## config.mk

```make
export PLATFORM = sky130hd
export DESIGN_NAME = gq_top
export DESIGN_NICKNAME = d
export VERILOG_FILES = /design/src/rtl/gq_pkg.sv /design/src/rtl/gq_select.sv /design/src/rtl/gq_compact.sv /design/src/rtl/gq_top.sv
export SDC_FILE = /design/constraint.sdc
export NUM_CORES = 1
export LEC_CHECK = 0
export BUFFER_PORTS_ARGS = -buffer_cell sky130_fd_sc_hd__buf_2
export CAP_MARGIN = 20
export CORE_MARGIN = 2
export CORE_UTILIZATION = 45
export CTS_BUF_LIST = sky130_fd_sc_hd__clkbuf_2
export DETAILED_ROUTE_END_ITERATION = 12
export REMOVE_ABC_BUFFERS = 1
export SKIP_CTS_REPAIR_TIMING = 1
export SLEW_MARGIN = 30
export SYNTH_ARGS = -nofsm -noshare
export SYNTH_HDL_FRONTEND = slang
export SYNTH_SLANG_ARGS = --single-unit
```

## constraint.sdc

```tcl
create_clock -name clk -period 9.3 [get_ports clk]
set_input_delay 0.465 -clock clk [delete_from_list [all_inputs] [get_ports clk]]
set_output_delay 0.465 -clock clk [all_outputs]
set_load 0.05 [all_outputs]
```

## src/rtl/gq_pkg.sv

```systemverilog
package gq_pkg;
   typedef enum logic [1:0] {
      KIND_CPLX = 2'd0,
      KIND_SIMP = 2'd1,
      KIND_MEM  = 2'd2,
      KIND_RSVD = 2'd3
   } kind_e;

   localparam int N_UNITS   = 4;
   localparam int UNIT_CPLX = 0;
   localparam int UNIT_SA   = 1;
   localparam int UNIT_SB   = 2;
   localparam int UNIT_LSU  = 3;
endpackage

```

## src/rtl/gq_select.sv

```systemverilog
module gq_select
   import gq_pkg::*;
#(
   parameter int WIN   = 3,
   parameter bit SPILL = 1'b1,
   parameter int IW    = 2
) (
   input  logic               clk,
   input  logic               rst_n,
   input  logic               hold,
   input  logic [WIN-1:0]     cand,
   input  kind_e              kind [WIN],
   input  logic [N_UNITS-1:0] busy,
   output logic [WIN-1:0]     pick,
   output logic [N_UNITS-1:0] fire,
   output logic [IW-1:0]      src [N_UNITS]
);

   logic               spill_ok;
   logic [N_UNITS-1:0] taken;

   if (SPILL) begin : g_spill
      assign spill_ok = 1'b1;
   end else begin : g_nospill
      assign spill_ok = 1'b0;
   end

   // age-ordered greedy matching: position 0 is the oldest, so it claims first
   always_comb begin
      taken = busy;
      pick  = '0;
      fire  = '0;
      for (int u = 0; u < N_UNITS; u++) src[u] = '0;
      for (int i = 0; i < WIN; i++) begin
         if (cand[i] && !hold) begin
            case (kind[i])
               KIND_MEM: begin
                  if (!taken[UNIT_LSU]) begin
                     taken[UNIT_LSU] = 1'b1; fire[UNIT_LSU] = 1'b1;
                     src[UNIT_LSU] = IW'(i); pick[i] = 1'b1;
                  end
               end
               KIND_CPLX: begin
                  if (!taken[UNIT_CPLX]) begin
                     taken[UNIT_CPLX] = 1'b1; fire[UNIT_CPLX] = 1'b1;
                     src[UNIT_CPLX] = IW'(i); pick[i] = 1'b1;
                  end
               end
               KIND_SIMP: begin
                  if (!taken[UNIT_SA]) begin
                     taken[UNIT_SA] = 1'b1; fire[UNIT_SA] = 1'b1;
                     src[UNIT_SA] = IW'(i); pick[i] = 1'b1;
                  end else if (!taken[UNIT_SB]) begin
                     taken[UNIT_SB] = 1'b1; fire[UNIT_SB] = 1'b1;
                     src[UNIT_SB] = IW'(i); pick[i] = 1'b1;
                  end else if (spill_ok && !taken[UNIT_CPLX]) begin
                     taken[UNIT_CPLX] = 1'b1; fire[UNIT_CPLX] = 1'b1;
                     src[UNIT_CPLX] = IW'(i); pick[i] = 1'b1;
                  end
               end
               default: ;
            endcase
         end
      end
   end

   assert_busy_unit_skipped_R5: assert property (@(posedge clk) disable iff (!rst_n)
      (fire & busy) == '0);

   assert_pick_fire_balance_R4: assert property (@(posedge clk) disable iff (!rst_n)
      $countones(pick) == $countones(fire));

   assert_oldest_mem_first_R5: assert property (@(posedge clk) disable iff (!rst_n)
      (cand[0] && !hold && kind[0] == KIND_MEM && !busy[UNIT_LSU])
         |-> (fire[UNIT_LSU] && src[UNIT_LSU] == '0));

   for (genvar w = 0; w < WIN; w++) begin : g_cplx_chk
      assert_cplx_to_unit0_R4: assert property (@(posedge clk) disable iff (!rst_n)
         (pick[w] && kind[w] == KIND_CPLX)
            |-> (fire[UNIT_CPLX] && src[UNIT_CPLX] == IW'(w)));
   end

   if (WIN > 1) begin : g_bypass_chk
      assert_mem_passes_stall_R6: assert property (@(posedge clk) disable iff (!rst_n)
         (!hold && cand[0] && kind[0] == KIND_CPLX && busy[UNIT_CPLX]
          && cand[1] && kind[1] == KIND_MEM && !busy[UNIT_LSU])
            |-> (fire[UNIT_LSU] && src[UNIT_LSU] == IW'(1)));
   end

endmodule

```

## src/rtl/gq_compact.sv

```systemverilog
module gq_compact
   import gq_pkg::*;
#(
   parameter int DEPTH = 6,
   parameter int ENQ_W = 3,
   parameter int TAG_W = 8,
   parameter int CW    = 3,
   parameter int AW    = 3
) (
   input  logic [CW-1:0]    occ,
   input  logic [DEPTH-1:0] issued,
   input  kind_e            q_kind [DEPTH],
   input  logic [DEPTH-1:0] q_rdy,
   input  logic [TAG_W-1:0] q_tag [DEPTH],
   input  logic [CW-1:0]    acc,
   input  kind_e            a_kind [ENQ_W],
   input  logic [ENQ_W-1:0] a_rdy,
   input  logic [TAG_W-1:0] a_tag [ENQ_W],
   input  logic             wake_en,
   input  logic [TAG_W-1:0] wake_tag,
   output kind_e            n_kind [DEPTH],
   output logic [DEPTH-1:0] n_rdy,
   output logic [TAG_W-1:0] n_tag [DEPTH],
   output logic [CW-1:0]    n_occ
);

   localparam logic [CW-1:0] DEPTH_C = CW'(DEPTH);

   logic [CW-1:0] pos;

   // survivors first, in age order, then accepted arrivals above them
   always_comb begin
      pos   = '0;
      n_rdy = '0;
      for (int k = 0; k < DEPTH; k++) begin
         n_kind[k] = KIND_CPLX;
         n_tag[k]  = '0;
      end
      for (int i = 0; i < DEPTH; i++) begin
         if ((CW'(i) < occ) && !issued[i]) begin
            n_kind[pos[AW-1:0]] = q_kind[i];
            n_tag[pos[AW-1:0]]  = q_tag[i];
            n_rdy[pos[AW-1:0]]  = q_rdy[i] | (wake_en && (q_tag[i] == wake_tag));
            pos = pos + 1'b1;
         end
      end
      for (int j = 0; j < ENQ_W; j++) begin
         if ((CW'(j) < acc) && (pos < DEPTH_C)) begin
            n_kind[pos[AW-1:0]] = a_kind[j];
            n_tag[pos[AW-1:0]]  = a_tag[j];
            n_rdy[pos[AW-1:0]]  = a_rdy[j];
            pos = pos + 1'b1;
         end
      end
      n_occ = pos;
   end

endmodule

```

## src/rtl/gq_top.sv

```systemverilog
module gq_top
   import gq_pkg::*;
#(
   parameter int DEPTH        = 6,
   parameter int WIN          = 3,
   parameter int ENQ_W        = 3,
   parameter int TAG_W        = 8,
   parameter bit SIMPLE_SPILL = 1'b1,
   localparam int CW = $clog2(DEPTH + 1),
   localparam int EW = $clog2(ENQ_W + 1)
) (
   input  logic                     clk,
   input  logic                     rst_n,
   input  logic                     flush,
   input  logic [EW-1:0]            in_num,
   input  logic [2*ENQ_W-1:0]       in_kind,
   input  logic [ENQ_W-1:0]         in_ready,
   input  logic [TAG_W*ENQ_W-1:0]   in_tag,
   input  logic                     wake_en,
   input  logic [TAG_W-1:0]         wake_tag,
   input  logic [N_UNITS-1:0]       unit_busy,
   output logic [N_UNITS-1:0]       iss_valid,
   output logic [N_UNITS*TAG_W-1:0] iss_tag,
   output logic [CW-1:0]            free_slots
);

   localparam int AW = (DEPTH > 1) ? $clog2(DEPTH) : 1;
   localparam int IW = (WIN > 1) ? $clog2(WIN) : 1;
   localparam logic [CW-1:0] DEPTH_C = CW'(DEPTH);

   if (WIN < 1 || WIN > DEPTH) begin : g_bad_win
      $error("gq_top: issue window must lie between 1 and DEPTH");
   end
   if (ENQ_W < 1 || ENQ_W > DEPTH) begin : g_bad_enq
      $error("gq_top: enqueue width must lie between 1 and DEPTH");
   end

   // storage
   logic [CW-1:0]    occ;
   kind_e            q_kind [DEPTH];
   logic [DEPTH-1:0] q_rdy;
   logic [TAG_W-1:0] q_tag [DEPTH];

   kind_e            n_kind [DEPTH];
   logic [DEPTH-1:0] n_rdy;
   logic [TAG_W-1:0] n_tag [DEPTH];
   logic [CW-1:0]    n_occ;

   // arrival unpacking
   kind_e            a_kind [ENQ_W];
   logic [TAG_W-1:0] a_tag [ENQ_W];
   for (genvar j = 0; j < ENQ_W; j++) begin : g_arr
      assign a_kind[j] = kind_e'(in_kind[2*j +: 2]);
      assign a_tag[j]  = in_tag[TAG_W*j +: TAG_W];
   end

   logic [CW-1:0] num_w;
   logic [CW-1:0] acc;
   assign free_slots = DEPTH_C - occ;
   assign num_w      = CW'(in_num);
   assign acc        = (num_w > free_slots) ? free_slots : num_w;

   // issue window
   logic [WIN-1:0]     cand;
   kind_e              w_kind [WIN];
   logic [WIN-1:0]     pick;
   logic [IW-1:0]      src [N_UNITS];
   logic [DEPTH-1:0]   issued;

   for (genvar w = 0; w < WIN; w++) begin : g_win
      assign cand[w]   = (CW'(w) < occ) && q_rdy[w];
      assign w_kind[w] = q_kind[w];
   end

   for (genvar i = 0; i < DEPTH; i++) begin : g_iss_mask
      if (i < WIN) begin : g_in
         assign issued[i] = pick[i];
      end else begin : g_out
         assign issued[i] = 1'b0;
      end
   end

   gq_select #(.WIN(WIN), .SPILL(SIMPLE_SPILL), .IW(IW)) u_sel (
      .clk  (clk),
      .rst_n(rst_n),
      .hold (flush),
      .cand (cand),
      .kind (w_kind),
      .busy (unit_busy),
      .pick (pick),
      .fire (iss_valid),
      .src  (src)
   );

   for (genvar u = 0; u < N_UNITS; u++) begin : g_out_tag
      assign iss_tag[TAG_W*u +: TAG_W] = q_tag[AW'(src[u])];
   end

   gq_compact #(.DEPTH(DEPTH), .ENQ_W(ENQ_W), .TAG_W(TAG_W), .CW(CW), .AW(AW)) u_cmp (
      .occ     (occ),
      .issued  (issued),
      .q_kind  (q_kind),
      .q_rdy   (q_rdy),
      .q_tag   (q_tag),
      .acc     (acc),
      .a_kind  (a_kind),
      .a_rdy   (in_ready),
      .a_tag   (a_tag),
      .wake_en (wake_en),
      .wake_tag(wake_tag),
      .n_kind  (n_kind),
      .n_rdy   (n_rdy),
      .n_tag   (n_tag),
      .n_occ   (n_occ)
   );

   always_ff @(posedge clk or negedge rst_n) begin
      if (!rst_n)     occ <= '0;
      else if (flush) occ <= '0;
      else            occ <= n_occ;
   end

   always_ff @(posedge clk) begin
      q_kind <= n_kind;
      q_rdy  <= n_rdy;
      q_tag  <= n_tag;
   end

   assert_no_overflow_R10: assert property (@(posedge clk) disable iff (!rst_n)
      occ <= DEPTH_C);

   assert_flush_empties_R9: assert property (@(posedge clk) disable iff (!rst_n)
      flush |=> (free_slots == DEPTH_C));

   assert_occupancy_balance_R2: assert property (@(posedge clk) disable iff (!rst_n)
      ($past(rst_n) && !$past(flush))
         |-> (int'(occ) == int'($past(occ)) - $countones($past(pick)) + int'($past(acc))));

   assert_oldest_stays_put_R7: assert property (@(posedge clk) disable iff (!rst_n)
      (occ != '0 && !pick[0] && !flush) |=> (q_tag[0] == $past(q_tag[0])));

   for (genvar u = 0; u < N_UNITS; u++) begin : g_win_chk
      assert_issue_in_window_R3: assert property (@(posedge clk) disable iff (!rst_n)
         iss_valid[u] |-> ((int'(src[u]) < WIN) && (CW'(src[u]) < occ)));
   end

endmodule

```

==> metrics.cfg, run 1 <==
[run_status]
outcome = finished clean

[placement]
place_hpwl_microns = 24300
preCtsSetupSlack_ns = 1.06
buffer_ports.inserted = 89
gp_congestion = 0.970

[critical_path]
startpoint_to_endpoint_class_of_the_critical_path = register to register
cp_num_buf_inv = 4
endpoint_kind = register
critical_path_max_stage_delay_ns = 0.66
cp_data_required_time_ns = 9.78
path_depth = 33
timing.reg2reg.worst_path_depth = 33
cp-start-kind = register
crit_arrival_ns = 8.87
path_max_fanout = 18
cp_slowest_cell = sky130_fd_sc_hd__fa_1
cp_top_family = simple AND/OR/NAND/NOR gates

[floorplan]
die_x_microns = 145
die_y_microns = 145
die_area_sq_um = 21000
coreArea_sq_um = 19500
core.rowCount = 51
boundaryPins = 90
floorplan.initialDensity_pct = 46.0

[run]
max-cap-violations = 0

[clock_network]
clock_latency_ns = 0.59
clockRootBuffer = sky130_fd_sc_hd__clkbuf_2
max-clock-path-buffers = 2
clk_transition_reported_paths_ns = 0.21
cts_tree = done
cts-htree-levels = 3
clock_buffers_created_by_tritoncts = 9
tritoncts_num_sinks = 69

[logic_synthesis]
synth_enable_flop_cells = 0
synth-warning-count = 0
distinct_cell_type_count_after_synthesis = 85
postSynthCellCount = 1224
ys_seq_area_share_pct = 15.6
synth_ff_type = sky130_fd_sc_hd__dfxtp_1
synth_area_sq_um = 8940
synth_area_per_cell_sq_um = 7.31
asyncSetResetFlopFracSynth_pct = 4.35
synth-seq-cells = 69

[cells_and_area]
most-common-layout-cells = 155 x sky130_fd_sc_hd__nand2_1, 129 x sky130_fd_sc_hd__nor2_1, 105 x sky130_fd_sc_hd__mux2_2, 89 x sky130_fd_sc_hd__buf_2, 66 x sky130_fd_sc_hd__dfxtp_1
final_common_cell = sky130_fd_sc_hd__nand2_1
count_of_filler_cells_inserted_in_the_layout = 1985
area_growth_pct = 5.30
nets = 1275
postLayoutCoreUtil_pct = 48.4
final_layout_size_suffix_gt1_share_pct = 23.9

[timing]
setup_viol = 0
finalHoldViolCount = 0
timing.final.max_slew_violations = 0
tightest_slew_ns = 1.05
slew-limit-headroom_pct = 29.5
post-route-min-period_ns = 8.39
layout_worst_path_cycle_share_pct = 90.2
timing.clock.skew_ns = 0.0370
rsz0062_at_grt = false
layout_setup_ws_ns = 0.912
timing.setup.tns_ns = 0
clock.fmax_ghz = 0.119

[grt]
largest_net_degree_at_the_start_of_global_routing = 26
overflow = 0
gr-usage-all-layers_pct = 29.4
grt_pass1_wl_microns = 49800
antenna_found_initial = 1
grt_pass1_vias = 8341

[detailed_routing]
route.vias.total = 9315
detail_route.vias_per_cell = 6.28
routed_wirelength_microns = 32200
antenna_violating_nets_post_route = 0
wire_per_inst_microns = 21.7
detail_route.first_pass.iterations = 7
final_routed_drc_violation_total = 0
first_iter_violations = 1027

[min_path]
hold_class = input pin to register
worstHoldPathCells = 2

[layer usage]
layer  track usage (%)  up-vias  part of all wire [%]
li1                  -     4420                     -
met1              43.8     4371                    46
met2              44.4      483                    43
met3              4.84       41                   9.8
met4              5.89        0                   1.2
met5                 0        -                     0
[synthesized netlist by cell type (5+ instances only)]
library cell | instances | share of area, %
sky130_fd_sc_hd__or2_2 | 6 | 0.42
sky130_fd_sc_hd__nand3_1 | 42 | 2.3
sky130_fd_sc_hd__nand2b_1 | 7 | 0.49
sky130_fd_sc_hd__a211oi_1 | 15 | 1.3
sky130_fd_sc_hd__or2_1 | 5 | 0.35
sky130_fd_sc_hd__xor2_1 | 25 | 2.4
sky130_fd_sc_hd__xnor2_1 | 33 | 3.2
sky130_fd_sc_hd__mux2_1 | 5 | 0.63
sky130_fd_sc_hd__mux2_2 | 105 | 13
sky130_fd_sc_hd__a21oi_1 | 58 | 3.2
sky130_fd_sc_hd__ha_1 | 11 | 1.5
sky130_fd_sc_hd__and2_1 | 7 | 0.49
sky130_fd_sc_hd__a221o_1 | 12 | 1.3
sky130_fd_sc_hd__buf_2 | 9 | 0.50
sky130_fd_sc_hd__nor3_1 | 26 | 1.5
sky130_fd_sc_hd__and3_1 | 8 | 0.56
sky130_fd_sc_hd__nor4_1 | 8 | 0.56
sky130_fd_sc_hd__nand4_1 | 8 | 0.56
sky130_fd_sc_hd__nand2_1 | 155 | 6.5
sky130_fd_sc_hd__clkbuf_1 | 95 | 4.0
sky130_fd_sc_hd__nor2b_1 | 5 | 0.35
sky130_fd_sc_hd__a31oi_1 | 32 | 2.2
sky130_fd_sc_hd__nor2_1 | 134 | 5.6
sky130_fd_sc_hd__o21ai_0 | 57 | 3.2
sky130_fd_sc_hd__mux2_4 | 21 | 3.5
sky130_fd_sc_hd__buf_1 | 9 | 0.38
sky130_fd_sc_hd__or3_1 | 7 | 0.49
sky130_fd_sc_hd__buf_4 | 5 | 0.42
sky130_fd_sc_hd__o211ai_1 | 39 | 3.3
sky130_fd_sc_hd__mux2i_1 | 24 | 2.7
sky130_fd_sc_hd__a221oi_1 | 31 | 3.0
sky130_fd_sc_hd__inv_1 | 27 | 1.1
sky130_fd_sc_hd__o31ai_1 | 23 | 1.9
sky130_fd_sc_hd__a31o_2 | 9 | 0.88
sky130_fd_sc_hd__dfxtp_1 | 66 | 15
sky130_fd_sc_hd__a22oi_1 | 11 | 0.92
[area by class of cell]
type	count	area (sq um)	area share [%]
Clock inverter	7	73.8	0.784
Multi-Input combinational cell	998	6900	73.2
Sequential cell	69	1400	14.8
Tap cell	265	332	3.52
Timing Repair Buffer	104	561	5.95
Inverter	30	113	1.20
Clock buffer	9	45.0	0.478
Antenna cell	1	2.50	0.0266
[path summary, 6_finish.rpt]
path	from	slack, ns	to
max	occ[1]	0.91	q_tag[40]
min	flush	0.18	occ[2]
max reg2reg	occ[1]	0.91	q_tag[40]
min reg2reg	q_tag[4]	1.00	q_tag[20]
max in group asynchronous	rst_n	8.96	occ[2]
min in group asynchronous	rst_n	0.23	occ[0]
[cells by family (layout without fill, tap and decap cells)]
| family | after synthesis | after routing | share of synthesized area (%) |
|---|---|---|---|
| multiplexers | 155 | 155 | 20.1 |
| AO/OA/AOI/OAI | 332 | 332 | 26.2 |
| buffers and inverters | 157 | 150 | 7.67 |
| flip-flops | 69 | 69 | 15.6 |
| XOR/XNOR | 60 | 60 | 6.11 |
| other | 0 | 1 | 0 |
| adder cells (fa/ha/maj) | 12 | 12 | 1.76 |
| AND/OR/NAND/NOR | 439 | 439 | 22.6 |
[per-stage QoR]
stage / instance area (sq um) / hold slack [ns] / cells
2_1_floorplan: 8370 / 0.169 / 1097
3_3_place_gp: 9280 / 0.271 / 1465
3_5_place_dp: 9280 / 0.274 / 1465
4_1_cts: 9400 / -0.348 / 1481
5_1_grt: 9420 / 0.187 / 1483
6_report: 9420 / 0.185 / 1483
[sequential cells by signal (all words and copies together), names as in the netlist]
register  count
q_tag        48
q_kind       12
q_rdy         6
occ           3
Power of run 1 is not shown: default switching activity piles up to over one toggle a cycle in this logic, so the estimate is an artifact.
==> run 2: changes to the inputs <==
--- a/config.mk
+++ b/config.mk
@@ -9,7 +9,7 @@
 export CAP_MARGIN = 20
 export CORE_MARGIN = 2
 export CORE_UTILIZATION = 45
-export CTS_BUF_LIST = sky130_fd_sc_hd__clkbuf_2
+export CTS_BUF_LIST = sky130_fd_sc_hd__clkbuf_16
 export DETAILED_ROUTE_END_ITERATION = 12
 export REMOVE_ABC_BUFFERS = 1
 export SKIP_CTS_REPAIR_TIMING = 1
==> constraint.sdc (replaced) <==
create_clock -name clk -period 8.65 [get_ports clk]
set_input_delay 0.4325 -clock clk [delete_from_list [all_inputs] [get_ports clk]]
set_output_delay 0.4325 -clock clk [all_outputs]
set_load 0.05 [all_outputs]
==> run 2 against run 1 <==
Non-clock buffer count rose by 3. Global-route usage fell by 0.19 points. Largest cell class unchanged. Via count fell by 0.14%. Flip-flop and latch count did not move. First-iteration DRC count fell by 8.4%. Wire length fell by 1.5%. Highest routed layer unchanged. Cell area rose by 2.2%. Worst setup slack got worse by 0.16 ns. Clock-buffer cell count did not move. Core utilization rose by 1.1 points.
==> metrics.cfg, run 2 (same netlist as run 1, synthesis figures left out) <==
[run_status]
outcome = finished clean

[detailed_routing]
detail_route.vias_per_cell = 6.27  ; -0.21%
antenna_violating_nets_post_route = 0  ; unchanged
first_iter_violations = 941  ; -8.4%
wire_per_inst_microns = 21.4  ; -1.5%
final_routed_drc_violation_total = 0  ; unchanged
routed_wirelength_microns = 31800  ; -1.5%
detail_route.first_pass.iterations = 5  ; -2
route.vias.total = 9302  ; -0.14%

[clock_network]
tritoncts_num_sinks = 69  ; unchanged
clock_latency_ns = 0.35  ; -0.24 ns
clock_buffers_created_by_tritoncts = 9  ; unchanged
cts-htree-levels = 3  ; unchanged
max-clock-path-buffers = 2  ; unchanged
clockRootBuffer = sky130_fd_sc_hd__clkbuf_16
cts_tree = done
clk_transition_reported_paths_ns = 0.06  ; -0.15 ns

[timing]
timing.final.max_slew_violations = 0  ; unchanged
timing.clock.skew_ns = 0.00975  ; -0.0272 ns
rsz0062_at_grt = false
layout_setup_ws_ns = 0.747  ; -0.165 ns
layout_worst_path_cycle_share_pct = 91.4  ; +1.2 points
setup_viol = 0  ; unchanged
tightest_slew_ns = 1.10  ; +0.0422 ns
slew-limit-headroom_pct = 26.6  ; -2.8 points
clock.fmax_ghz = 0.127  ; +6.1%
post-route-min-period_ns = 7.90  ; -0.485 ns
timing.setup.tns_ns = 0  ; unchanged
finalHoldViolCount = 0  ; unchanged

[critical_path]
r2r_start = occ[1]
cp_data_required_time_ns = 8.88  ; -0.90 ns
crit_arrival_ns = 8.13  ; -0.74 ns
timing.reg2reg.worst_path_depth = 33  ; unchanged
cp_slowest_cell = sky130_fd_sc_hd__dfrtp_1
endpoint_kind = register
cp-start-kind = register
rr_endpoint = q_tag[33]
reg2reg_setup_slack_ns = 0.75  ; -0.16 ns
path_max_fanout = 18  ; unchanged
startpoint_to_endpoint_class_of_the_critical_path = register to register
critical_path_max_stage_delay_ns = 0.51  ; -0.15 ns

[grt]
overflow = 0  ; unchanged
gr-usage-all-layers_pct = 29.2  ; -0.19 points
grt_pass1_vias = 8312  ; -0.35%
grt_pass1_wl_microns = 49300  ; -1.0%
largest_net_degree_at_the_start_of_global_routing = 25  ; -3.8%
antenna_found_initial = 0  ; -1

[min_path]
hold_class = input pin to async pin

[cells_and_area]
storage_cell_area_sq_um = 1400  ; unchanged
most_flops_register = q_tag
antennaDiodeCount = 0  ; -1
most-common-layout-cells = 155 x sky130_fd_sc_hd__nand2_1, 132 x sky130_fd_sc_hd__nor2_1, 105 x sky130_fd_sc_hd__mux2_2, 89 x sky130_fd_sc_hd__buf_2, 66 x sky130_fd_sc_hd__dfxtp_1
area_growth_pct = 7.62
multiInputGateArea_sq_um = 6890  ; -0.11%
finalInstanceArea_sq_um = 9630  ; +2.2%
count_of_filler_cells_inserted_in_the_layout = 1953  ; -1.6%
finalNonFillerCells = 1484  ; +0.067%
layout_top_registers = q_tag: 48 flops, q_kind: 12 flops, q_rdy: 6 flops
nets = 1278  ; +0.24%
final_common_cell = sky130_fd_sc_hd__nand2_1
final_layout_size_suffix_gt1_share_pct = 23.8  ; -0.12 points
largest_register_ffs = 48  ; unchanged

[floorplan]
core.rowCount = 51  ; unchanged
floorplan.initialDensity_pct = 46.0  ; unchanged
die_y_microns = 145  ; unchanged
boundaryPins = 90  ; unchanged
die_x_microns = 145  ; unchanged
coreArea_sq_um = 19500  ; unchanged
die_area_sq_um = 21000  ; unchanged

[placement]
buffer_ports.inserted = 89  ; unchanged
preCtsSetupSlack_ns = 0.667  ; -0.390 ns
postPlaceCellArea_sq_um = 9300  ; +0.22%
placed_cells = 1468  ; +0.20%
place_hpwl_microns = 24300  ; about the same
gp_congestion = 0.933  ; -3.8%

[run]
max-cap-violations = 0  ; unchanged

run 2: changes by cell type in the layout (fill, tap and decap cells not counted), sizes merged:
cell      before  now
buf          103  106
diode          1    0
clkinvlp       0    1
clkinv         5    3
bufinv         1    2
inv           31   30
run 2: stage by stage:
stage          util, %  hold WS [ns]
3_5_place_dp      47.8         0.229
5_1_grt           49.5         0.433
3_3_place_gp      47.8         0.229
6_report          49.5         0.415
4_1_cts           49.4        -0.128
2_1_floorplan        -         0.137
run 2: final cells by class:
type	count	area share, %
Multi-Input combinational cell	998	71.6
Inverter	30	1.17
Clock buffer	9	2.34
Timing Repair Buffer	107	6.06
Clock inverter	6	0.923
Sequential cell	69	14.5
Tap cell	265	3.44
run 2: worst max-delay path, delay by kind of cell, from the launching register on:
| kind | cells | cell delay [ns] |
|---|---|---|
| AO/OA/AOI/OAI | 9 | 1.76 |
| XOR/XNOR | 3 | 0.61 |
| adder cells (fa/ha/maj) | 5 | 1.57 |
| buffers and inverters | 4 | 0.48 |
| flip-flops | 1 | 0.51 |
| multiplexers | 2 | 0.54 |
| AND/OR/NAND/NOR | 10 | 2.32 |
run 2: metal layers:
| metal | part of all wire, % | vias up | track usage [%] |
|---|---|---|---|
| li1 | - | 4432 | - |
| met1 | 46 | 4298 | 42.7 |
| met2 | 43 | 526 | 45.1 |
| met3 | 9.7 | 46 | 4.50 |
| met4 | 1.2 | 0 | 6.44 |
| met5 | 0 | - | 0 |
run 2: worst max path at each step:
stage                      start  cells after the start          to  slack (ns)
after floorplan           occ[2]                     32  q_kind[10]        0.85
after global placement     flush                     34   q_tag[34]        0.92
after detailed placement   flush                     34   q_tag[33]        0.67
after CTS                 occ[1]                     33   q_tag[33]        0.81
after global routing      occ[1]                     33   q_tag[34]        0.15
final                     occ[1]                     33   q_tag[33]        0.75
Power of run 2 is left out for the same reason.
==> run 3: changes to the inputs <==
--- a/config.mk
+++ b/config.mk
@@ -9,7 +9,7 @@
 export CAP_MARGIN = 20
 export CORE_MARGIN = 2
 export CORE_UTILIZATION = 45
-export CTS_BUF_LIST = sky130_fd_sc_hd__clkbuf_16
+export CTS_BUF_LIST = sky130_fd_sc_hd__clkbuf_2
 export DETAILED_ROUTE_END_ITERATION = 12
 export REMOVE_ABC_BUFFERS = 1
 export SKIP_CTS_REPAIR_TIMING = 1
==> run 3 against run 2 <==
Final cell count about the same. Critical path depth rose by 1. Clock skew rose by 0.013 ns. Hold slack worse by 0.23 ns. Flip-flop and latch count stayed put.
==> metrics.cfg, run 3 (same netlist as run 1, synthesis figures left out) <==
[cells_and_area]
most-common-layout-cells = 155 x sky130_fd_sc_hd__nand2_1, 132 x sky130_fd_sc_hd__nor2_1, 105 x sky130_fd_sc_hd__mux2_2, 89 x sky130_fd_sc_hd__buf_2, 66 x sky130_fd_sc_hd__dfxtp_1
area_growth_pct = 5.64
postLayoutCoreUtil_pct = 48.6  ; -0.91 points
nets = 1278  ; unchanged
largest_register_ffs = 48  ; unchanged
final_common_cell = sky130_fd_sc_hd__nand2_1
final_layout_size_suffix_gt1_share_pct = 23.8  ; unchanged
layout_top_registers = q_tag: 48 flops, q_kind: 12 flops, q_rdy: 6 flops
most_flops_register = q_tag

[grt]
largest_net_degree_at_the_start_of_global_routing = 25  ; unchanged
overflow = 0  ; unchanged
gr-usage-all-layers_pct = 29.1  ; -0.11 points
grt_pass1_wl_microns = 49200  ; -0.21%
antenna_found_initial = 1  ; +1
grt_pass1_vias = 8331  ; +0.23%

[critical_path]
worstSetupStartpoint = occ[1]
r2r_start = occ[1]
endpoint_kind = register
reg2reg_setup_slack_ns = 0.70  ; -0.05 ns
path_max_fanout = 18  ; unchanged
startpoint_to_endpoint_class_of_the_critical_path = register to register
crit_arrival_ns = 8.40  ; +0.27 ns
critical_path_max_stage_delay_ns = 0.56  ; +0.05 ns
cp_num_buf_inv = 5  ; +1
cp_top_family = simple AND/OR/NAND/NOR gates
cp-start-kind = register
cp_data_required_time_ns = 9.10  ; +0.22 ns
cp_slowest_cell = sky130_fd_sc_hd__dfrtp_1

[timing]
setup_viol = 0  ; unchanged
layout_worst_path_cycle_share_pct = 91.9  ; +0.55 points
finalHoldViolCount = 0  ; unchanged
slew-limit-headroom_pct = 27.2  ; +0.51 points
timing.clock.skew_ns = 0.0225  ; +0.0127 ns
rsz0062_at_grt = false
clock.fmax_ghz = 0.126  ; -0.60%
timing.final.max_slew_violations = 0  ; unchanged
tightest_slew_ns = 1.09  ; -0.00765 ns
post-route-min-period_ns = 7.95  ; +0.0473 ns
timing.setup.tns_ns = 0  ; unchanged

[detailed_routing]
antenna_violating_nets_post_route = 0  ; unchanged
detail_route.first_pass.iterations = 5  ; unchanged
routed_wirelength_microns = 31800  ; +0.18%
wire_per_inst_microns = 21.4  ; +0.11%
first_iter_violations = 968  ; +2.9%
final_routed_drc_violation_total = 0  ; unchanged
route.vias.total = 9289  ; -0.14%
detail_route.vias_per_cell = 6.26  ; -0.21%

[clock_network]
clockRootBuffer = sky130_fd_sc_hd__clkbuf_2
cts_tree = done
clock_buffers_created_by_tritoncts = 9  ; unchanged
tritoncts_num_sinks = 69  ; unchanged
clk_transition_reported_paths_ns = 0.20  ; +0.14 ns
clock_latency_ns = 0.55  ; +0.20 ns
cts-htree-levels = 3  ; unchanged
max-clock-path-buffers = 2  ; unchanged

[min_path]
hold_class = input pin to async pin

[floorplan]
die_area_sq_um = 21000  ; unchanged
floorplan.initialDensity_pct = 46.0  ; unchanged
die_x_microns = 145  ; unchanged
die_y_microns = 145  ; unchanged
core.rowCount = 51  ; unchanged
coreArea_sq_um = 19500  ; unchanged
boundaryPins = 90  ; unchanged

[run]
max-cap-violations = 0  ; unchanged

[run_status]
outcome = finished clean

[placement]
buffer_ports.inserted = 89  ; unchanged
place_hpwl_microns = 24300  ; unchanged
gp_congestion = 0.933  ; unchanged

-- run 3: cell count changes in the layout (fill, tap and decap cells not counted), sizes merged --
cell | before | now
diode | 0 | 1
-- run 3: routing by layer --
layer,share of wire [%],routed length (microns),GRT usage [%],up-vias
met5,0,0,0,-
met4,1.4,456,6.93,0
met3,9.6,3040,4.09,48
met2,43,13800,45.0,513
met1,46,14500,42.5,4289
li1,-,-,-,4439
-- run 3: worst paths after layout --
kind | end | cells past startpoint
setup reg to reg | q_tag[45] | 34
hold reg to reg | q_tag[17] | 4
max in group asynchronous | occ[2] | 2
setup / recovery | q_tag[45] | 34
min in group clk | q_tag[17] | 2
hold / removal | occ[0] | 2
-- run 3: worst register-to-register path: cells and delay by family, from the launching register on --
kind	cells	cell delay, ns
mux	2	0.51
buf+inv	5	0.71
flops	1	0.56
compound gates	9	1.77
fa+ha+maj	5	1.57
simple gates	10	2.16
xor+xnor	3	0.60
-- run 3: final cells by class --
| type | count | area, sq um |
|---|---|---|
| well taps | 265 | 332 |
| fillers | 1978 | 10000 |
| flip-flops and latches | 69 | 1400 |
| clock inverters | 6 | 88.8 |
| repair buffers | 107 | 583 |
| clock buffers | 9 | 45.0 |
| diodes | 1 | 2.50 |
| inverters | 30 | 113 |
| multi-input cells | 998 | 6890 |
-- run 3: metrics by stage --
step	instance area (sq um)	cells	setup slack (ns)	hold WS, ns
final	9450	1485	0.699	0.185
after global placement	9300	1468	0.918	0.229
after CTS	9430	1483	0.773	-0.366
after detailed placement	9300	1468	0.667	0.229
after global routing	9450	1485	0.125	0.167
after floorplan	8370	1097	0.855	0.137
Power of run 3 is left out for the same reason.
